File: src/rtl/sdh_irq_pkg.sv
// Package: shared constants for the SD host interrupt status unit.
// Assumes an event set fixed at eleven sources; bit positions below are
// decoded by software, so their order is part of the behaviour.
package sdh_irq_pkg;

    localparam int NUM_EVT = 11;

    // Event bit positions inside the flag, capture-mask and line-mask registers
    localparam int EV_CMD_DONE   = 0;
    localparam int EV_XFER_DONE  = 1;
    localparam int EV_CMD_TOUT   = 2;
    localparam int EV_CMD_CRC    = 3;
    localparam int EV_CMD_END    = 4;
    localparam int EV_CMD_IDX    = 5;
    localparam int EV_DAT_TOUT   = 6;
    localparam int EV_DAT_CRC    = 7;
    localparam int EV_DAT_END    = 8;
    localparam int EV_BUF_RD     = 9;
    localparam int EV_BUF_WR     = 10;

    // Register word addresses
    localparam int ADR_FLAGS    = 0;
    localparam int ADR_CAPMASK  = 1;
    localparam int ADR_LINEMASK = 2;

    typedef logic [NUM_EVT-1:0] evt_vec_t;

endpackage

File: src/rtl/sdh_irq_maskreg.sv
// Module: sdh_irq_maskreg
// A plain software-written mask register, one bit per event.
// Assumes the caller has already decoded the address into wr_en_i.
module sdh_irq_maskreg #(
    parameter int W = 11
) (
    input  logic         clk,
    input  logic         rst_n,
    input  logic         wr_en_i,
    input  logic [W-1:0] wdata_i,
    output logic [W-1:0] mask_o
);

    logic [W-1:0] mask_q;

    // Hold the mask; load it on a decoded write, clear it on reset
    always_ff @(posedge clk) begin
        if (!rst_n)
            mask_q <= '0;
        else if (wr_en_i)
            mask_q <= wdata_i;
    end

    assign mask_o = mask_q;

endmodule

File: src/rtl/sdh_irq_flags.sv
// Module: sdh_irq_flags
// Sticky event flags with per-bit capture gating and write-one-to-clear.
// Assumes event pulses last one cycle; an accepted event beats a clear
// aimed at the same bit in the same cycle.
module sdh_irq_flags #(
    parameter int W = 11
) (
    input  logic         clk,
    input  logic         rst_n,
    input  logic [W-1:0] evt_i,
    input  logic [W-1:0] capmask_i,
    input  logic         clr_en_i,
    input  logic [W-1:0] clr_bits_i,
    output logic [W-1:0] flags_o
);

    logic [W-1:0] flags_q;
    logic [W-1:0] flags_d;
    logic [W-1:0] accept;
    logic [W-1:0] clr_mask;

    // Work out which events are captured and which bits software clears
    always_comb begin
        accept   = evt_i & capmask_i;
        clr_mask = clr_en_i ? clr_bits_i : '0;
        flags_d  = (flags_q & ~clr_mask) | accept;
    end

    // Flag storage
    always_ff @(posedge clk) begin
        if (!rst_n)
            flags_q <= '0;
        else
            flags_q <= flags_d;
    end

    assign flags_o = flags_q;

    for (genvar i = 0; i < W; i++) begin : g_bit_chk
        AST_MASKED_NEVER_SETS: assert property (@(posedge clk) disable iff (!rst_n)
            (!capmask_i[i] && !flags_q[i]) |=> !flags_q[i]);
        AST_EVENT_LATCHES: assert property (@(posedge clk) disable iff (!rst_n)
            (evt_i[i] && capmask_i[i]) |=> flags_q[i]);
        AST_CLEAR_TAKES: assert property (@(posedge clk) disable iff (!rst_n)
            (clr_en_i && clr_bits_i[i] && !(evt_i[i] && capmask_i[i])) |=> !flags_q[i]);
        AST_FLAG_HOLDS: assert property (@(posedge clk) disable iff (!rst_n)
            (flags_q[i] && !(clr_en_i && clr_bits_i[i])) |=> flags_q[i]);
    end

endmodule

File: src/rtl/sdh_irq_line.sv
// Module: sdh_irq_line
// Drives the interrupt line from the flags that the line mask lets through.
// Assumes a registered output is wanted: the line moves one edge after
// the flags or the mask move.
module sdh_irq_line #(
    parameter int W = 11
) (
    input  logic         clk,
    input  logic         rst_n,
    input  logic [W-1:0] flags_i,
    input  logic [W-1:0] linemask_i,
    output logic         irq_o
);

    logic irq_q;

    // Register the masked reduction of the flags
    always_ff @(posedge clk) begin
        if (!rst_n)
            irq_q <= 1'b0;
        else
            irq_q <= |(flags_i & linemask_i);
    end

    assign irq_o = irq_q;

    AST_QUIET_WHEN_UNMASKED: assert property (@(posedge clk) disable iff (!rst_n)
        (linemask_i == '0) |=> !irq_o);
    AST_NO_FLAGS_NO_IRQ: assert property (@(posedge clk) disable iff (!rst_n)
        (flags_i == '0) |=> !irq_o);

endmodule

File: src/rtl/sdh_irq_verdict.sv
// Module: sdh_irq_verdict
// Combinational command and data completion verdicts taken from the flags.
// Assumes the DMA-done input is only meaningful while DMA is in use.
module sdh_irq_verdict
    import sdh_irq_pkg::*;
(
    input  logic               clk,
    input  logic               rst_n,
    input  logic [NUM_EVT-1:0] flags_i,
    input  logic               dma_used_i,
    input  logic               dma_done_i,
    output logic               cmd_done_o,
    output logic               cmd_fail_o,
    output logic               data_done_o,
    output logic               data_fail_o
);

    // Judge command end, command error, data end and data error
    always_comb begin
        cmd_done_o  = flags_i[EV_CMD_DONE] | flags_i[EV_CMD_TOUT];
        cmd_fail_o  = flags_i[EV_CMD_TOUT] | flags_i[EV_CMD_CRC]
                    | flags_i[EV_CMD_END]  | flags_i[EV_CMD_IDX];
        data_done_o = flags_i[EV_XFER_DONE] & (~dma_used_i | dma_done_i);
        data_fail_o = flags_i[EV_DAT_TOUT] | flags_i[EV_DAT_CRC]
                    | flags_i[EV_DAT_END];
    end

    AST_DMA_WAIT: assert property (@(posedge clk) disable iff (!rst_n)
        (dma_used_i && !dma_done_i) |-> !data_done_o);
    AST_TIMEOUT_IS_BOTH: assert property (@(posedge clk) disable iff (!rst_n)
        flags_i[EV_CMD_TOUT] |-> (cmd_done_o && cmd_fail_o));

endmodule

File: src/rtl/sdh_irq_unit.sv
// Module: sdh_irq_unit (top)
// Interrupt status unit for an SD/MMC host: capture mask, sticky flags with
// write-one-to-clear, line mask, registered interrupt line and completion
// verdicts. Assumes single-cycle register writes and combinational reads.
module sdh_irq_unit
    import sdh_irq_pkg::*;
#(
    parameter int ADDR_W = 4,
    parameter int DATA_W = 32
) (
    input  logic              clk,
    input  logic              rst_n,
    input  logic [NUM_EVT-1:0] evt_i,
    input  logic              dma_used_i,
    input  logic              dma_done_i,
    input  logic              reg_we_i,
    input  logic [ADDR_W-1:0] reg_addr_i,
    input  logic [DATA_W-1:0] reg_wdata_i,
    output logic [DATA_W-1:0] reg_rdata_o,
    output logic              irq_o,
    output logic              cmd_done_o,
    output logic              cmd_fail_o,
    output logic              data_done_o,
    output logic              data_fail_o
);

    localparam logic [ADDR_W-1:0] A_FLAGS = ADDR_W'(ADR_FLAGS);
    localparam logic [ADDR_W-1:0] A_CAP   = ADDR_W'(ADR_CAPMASK);
    localparam logic [ADDR_W-1:0] A_LINE  = ADDR_W'(ADR_LINEMASK);

    logic         sel_flags, sel_cap, sel_line;
    evt_vec_t     wbits;
    evt_vec_t     flags, capmask, linemask;
    logic         unused_wdata;

    // Decode the register port
    always_comb begin
        sel_flags = reg_we_i && (reg_addr_i == A_FLAGS);
        sel_cap   = reg_we_i && (reg_addr_i == A_CAP);
        sel_line  = reg_we_i && (reg_addr_i == A_LINE);
        wbits     = reg_wdata_i[NUM_EVT-1:0];
    end

    assign unused_wdata = ^reg_wdata_i[DATA_W-1:NUM_EVT];

    sdh_irq_maskreg #(.W(NUM_EVT)) u_capmask (
        .clk     (clk),
        .rst_n   (rst_n),
        .wr_en_i (sel_cap),
        .wdata_i (wbits),
        .mask_o  (capmask)
    );

    sdh_irq_maskreg #(.W(NUM_EVT)) u_linemask (
        .clk     (clk),
        .rst_n   (rst_n),
        .wr_en_i (sel_line),
        .wdata_i (wbits),
        .mask_o  (linemask)
    );

    sdh_irq_flags #(.W(NUM_EVT)) u_flags (
        .clk        (clk),
        .rst_n      (rst_n),
        .evt_i      (evt_i),
        .capmask_i  (capmask),
        .clr_en_i   (sel_flags),
        .clr_bits_i (wbits),
        .flags_o    (flags)
    );

    sdh_irq_line #(.W(NUM_EVT)) u_line (
        .clk        (clk),
        .rst_n      (rst_n),
        .flags_i    (flags),
        .linemask_i (linemask),
        .irq_o      (irq_o)
    );

    sdh_irq_verdict u_verdict (
        .clk         (clk),
        .rst_n       (rst_n),
        .flags_i     (flags),
        .dma_used_i  (dma_used_i),
        .dma_done_i  (dma_done_i),
        .cmd_done_o  (cmd_done_o),
        .cmd_fail_o  (cmd_fail_o),
        .data_done_o (data_done_o),
        .data_fail_o (data_fail_o)
    );

    // Read mux: mapped registers zero-extended, anything else reads zero
    always_comb begin
        unique case (reg_addr_i)
            A_FLAGS: reg_rdata_o = DATA_W'(flags);
            A_CAP:   reg_rdata_o = DATA_W'(capmask);
            A_LINE:  reg_rdata_o = DATA_W'(linemask);
            default: reg_rdata_o = '0;
        endcase
    end

    AST_RESET_CLEARS: assert property (@(posedge clk)
        !rst_n |=> (flags == '0 && capmask == '0 && linemask == '0 && !irq_o));

endmodule

File: config.mk
export PLATFORM = sky130hd
export DESIGN_NAME = sdh_irq_unit
export DESIGN_NICKNAME = d
export VERILOG_FILES = /design/src/rtl/sdh_irq_pkg.sv /design/src/rtl/sdh_irq_maskreg.sv /design/src/rtl/sdh_irq_flags.sv /design/src/rtl/sdh_irq_line.sv /design/src/rtl/sdh_irq_verdict.sv /design/src/rtl/sdh_irq_unit.sv
export SDC_FILE = /design/constraint.sdc
export NUM_CORES = 1
export LEC_CHECK = 0
export ABC_AREA = 1
export BUFFER_PORTS_ARGS = -buffer_cell sky130_fd_sc_hd__buf_2
export CORE_MARGIN = 8
export CORE_UTILIZATION = 47
export DETAILED_ROUTE_END_ITERATION = 6
export GPL_TIMING_DRIVEN = 0
export PLACE_DENSITY = 0.76
export SLEW_MARGIN = 20
export SYNTH_ARGS = -nofsm -noshare
export SYNTH_HDL_FRONTEND = slang
export SYNTH_SLANG_ARGS = --single-unit
File: constraint.sdc
create_clock -name clk -period 1.1 [get_ports clk]
set_input_delay 0.055 -clock clk [delete_from_list [all_inputs] [get_ports clk]]
set_output_delay 0.055 -clock clk [all_outputs]
set_load 0.05 [all_outputs]
==> run summary <==
Clock transition at path regs = 70 ps
DRC Markers = 0
FF-to-FF Start = u_flags.flags_o[8]
post-synthesis sequential area ratio = 0.3528
maxcap violations = 0
violated checks = negative setup slack
Leak = 1.684 nW
Ant. Diodes = 0
met2 usage in global routing = 0.3306
post-synthesis cell area = 0.001929 mm²
DPL Wire Length = 4028 µm
fraction of layout cells with a size suffix above 1 = 0.3862
Detailed Route Iter0 Violations = 204
Rows = 23
fin crit share = 1.116
Pwr Density = 966.7 mW/mm²
CTS root buf = clkbuf_8
Die ar. = 0.006411 mm²
Worst Hold Class = in2reg
first-pass GRT wire length = 9439 µm
area grow syn2layout = 50.91%
met3 global-route usage = 0.06250
nets = 442
TritonRoute pass-1 iters = 4
Total Wirelength = 6552 µm
final worst slack = -128.0 ps
max incr delay on CP = 390 ps
Worst Setup End Kind = output pin
CP required = 1040 ps
Top delay family on crit path = simple AND/OR/NAND/NOR gates
pre-CTS WS = -210.9 ps
Antenna Nets Post-Route = 0
CP max-delay cell = or3_4
Post-Layout Inst Area = 0.002912 mm²
met1 usage = 0.2043
total power = 2.815 mW
max-slew violation count = 0
Setup Viol. Count Final = 9
Worst Tran Pin Value = 634.6 ps
detailed-route vias per instance = 4.902
Boundary Pins = 89
PortBufs = 46
Worst setup SP type = register
f_max = 814.3 MHz
die height = 80.07 µm
setup repair after global routing missed its margin = yes
flops & latches, synth = 34
grt peak-use layer = met2
largest net degree at the start of global routing = 11
Hold Path Origin = evt_i[8]
Cell variety after synth = 20
peak supply drop = 0.9395 mV
initial core utilization = 0.4858
GP Congestion = 0.8078
CP Buf/Inv Count = 1
DR vias = 2,162
Worst Clk Skew = 6.279 ps
minimum clock period = 1228 ps
Clock Tree Buf Depth = 2
CP cell instances = or3_4, buf_8
Arr. time, crit path = 1170 ps
CTS Sinks = 34
vias in the first global route = 2,095
die width = 80.07 µm
slew margin rel. = 0.5769
wire per inst = 14.86 µm
GRT Total Usage = 0.1914
dpl cell area = 0.002301 mm²
antenna violations before repair = 0
CTS buffer count = 5
Syn Area/Cell = 6.305 µm²
Worst-Skew Late Latency = 290 ps
CTS H-tree lvls = 2
Mapped Cells = 306
CP Max Fanout = 2
GRT Residual Overflow = 0
final hold vios = 0
CORE AREA = 0.003971 mm²
CTS tree = done
status = finished with violations
critical path startpoint = u_flags.flags_o[7]
CP Class = reg2out
Yosys Warn Count = 0
## cells by family after synthesis
| kind of cell | count (synthesis) | synth area share |
|---|---|---|
| AOI/OAI and AO/OA | 12 | 0.03243 |
| buffers and inverters | 62 | 0.1803 |
| and+or+nand+nor | 197 | 0.4326 |
| DFF | 34 | 0.3528 |
| other | 1 | 0.001944 |
## per-layer routing
metal  up-vias  wire length, µm
met5         -                0
met4         0              242
met3        25              696
met2       107             3186
met1       969             2426
li1       1061                -
## Yosys cell counts
cell type	instances	share of area
buf_2	2	0.0052
buf_6	2	0.012
nor2_1	49	0.095
inv_1	25	0.049
clkbuf_1	4	0.0078
or3_1	1	0.0032
nand2_1	116	0.23
nor2_4	1	0.0058
conb_1	1	0.0019
nand3b_1	1	0.0039
nand4_2	2	0.013
buf_4	26	0.10
nand4_1	11	0.036
or2_2	1	0.0032
a21boi_0	1	0.0039
nand3_1	12	0.031
dfxtp_1	34	0.35
a21oi_1	11	0.029
inv_2	3	0.0058
nor3_2	3	0.016
## sequential cells by signal, indices dropped and copies added (netlist names)
name and count:
u_flags.flags_o 11, u_line.irq_o 1, u_capmask.mask_o 11, u_linemask.mask_o 11
## layout by cell type, fill, tap and decap left out
master	instances
nand2_1	88
nor2_1	48
buf_4	31
buf_2	29
dfxtp_1	28
inv_1	25
conb_1	21
nand2_2	17
buf_8	13
buf_6	12
nand2_4	11
nand4_1	11
a21oi_1	11
nand3_2	7
clkbuf_8	6
clkbuf_1	5
dfxtp_2	5
nand3_4	4
nor3_4	3
inv_2	2
nand4_2	2
nor2_4	1
inv_4	1
or2_4	1
nor2_2	1
a21boi_2	1
or3_4	1
nand3_1	1
nand3b_1	1
clkinv_2	1
dlygate4sd3_1	1
clkbuf_4	1
dfxtp_4	1
## through the flow
step                      hold slack (ps)  utilization  instances  setup TNS (ps)
after detailed placement            315.1       0.5794        422           -1996
after floorplan                     175.4            -        326               0
after CTS                          0.9751       0.6846        437          -395.5
after global routing                11.94       0.7331        441          -821.2
final                              0.7943       0.7331        441          -262.8
after global placement              307.5       0.5794        422           -1668
## layout make-up
type / count / area [µm²]
Fill cell: 332 / 1060
Sequential cell: 34 / 690.7
Buffer: 34 / 250.2
Multi-Input combinational cell: 230 / 1219
Tap cell: 50 / 62.56
Clock buffer: 7 / 86.33
Timing Repair Buffer: 57 / 490.5
Inverter: 28 / 107.6
Clock inverter: 1 / 5.005
## repair_timing
action / CTS / global route
hold endpoints to repair: 1 / 0
setup buffers: 4 / 4
cloned: 2 / 1
gates resized for setup: 79 / 47
endpoints found under the setup margin: 15 / 15
hold buffers: 1 / 0
pin swaps: 12 / 15
## worst paths after layout
| check | to | slack (ps) | depth (start not counted) |
|---|---|---|---|
| worst max-delay path | data_fail_o | -130 | 2 |
| worst min-delay path | u_flags.flags_o[8] | 0.8 | 3 |
| worst max register to register | u_line.irq_o | 20 | 8 |
| worst min register to register | u_flags.flags_o[2] | 480 | 2 |
## where the power goes
part / switching (mW) / internal (mW) / total [mW]
clock network: 0.471 / 0.505 / 0.976
registers: 0.0254 / 1.25 / 1.28
logic: 0.377 / 0.183 / 0.560
total: 0.873 / 1.94 / 2.81
## worst reg2reg max path: stages (launching register included)
cell	delay [ps]
dfxtp_2	330
buf_6	110
buf_4	120
nand2_1	50
nand2_1	60
nor2_1	110
nand3b_1	90
nand2_1	60
inv_1	50
Power figures use the tool's default switching activity.
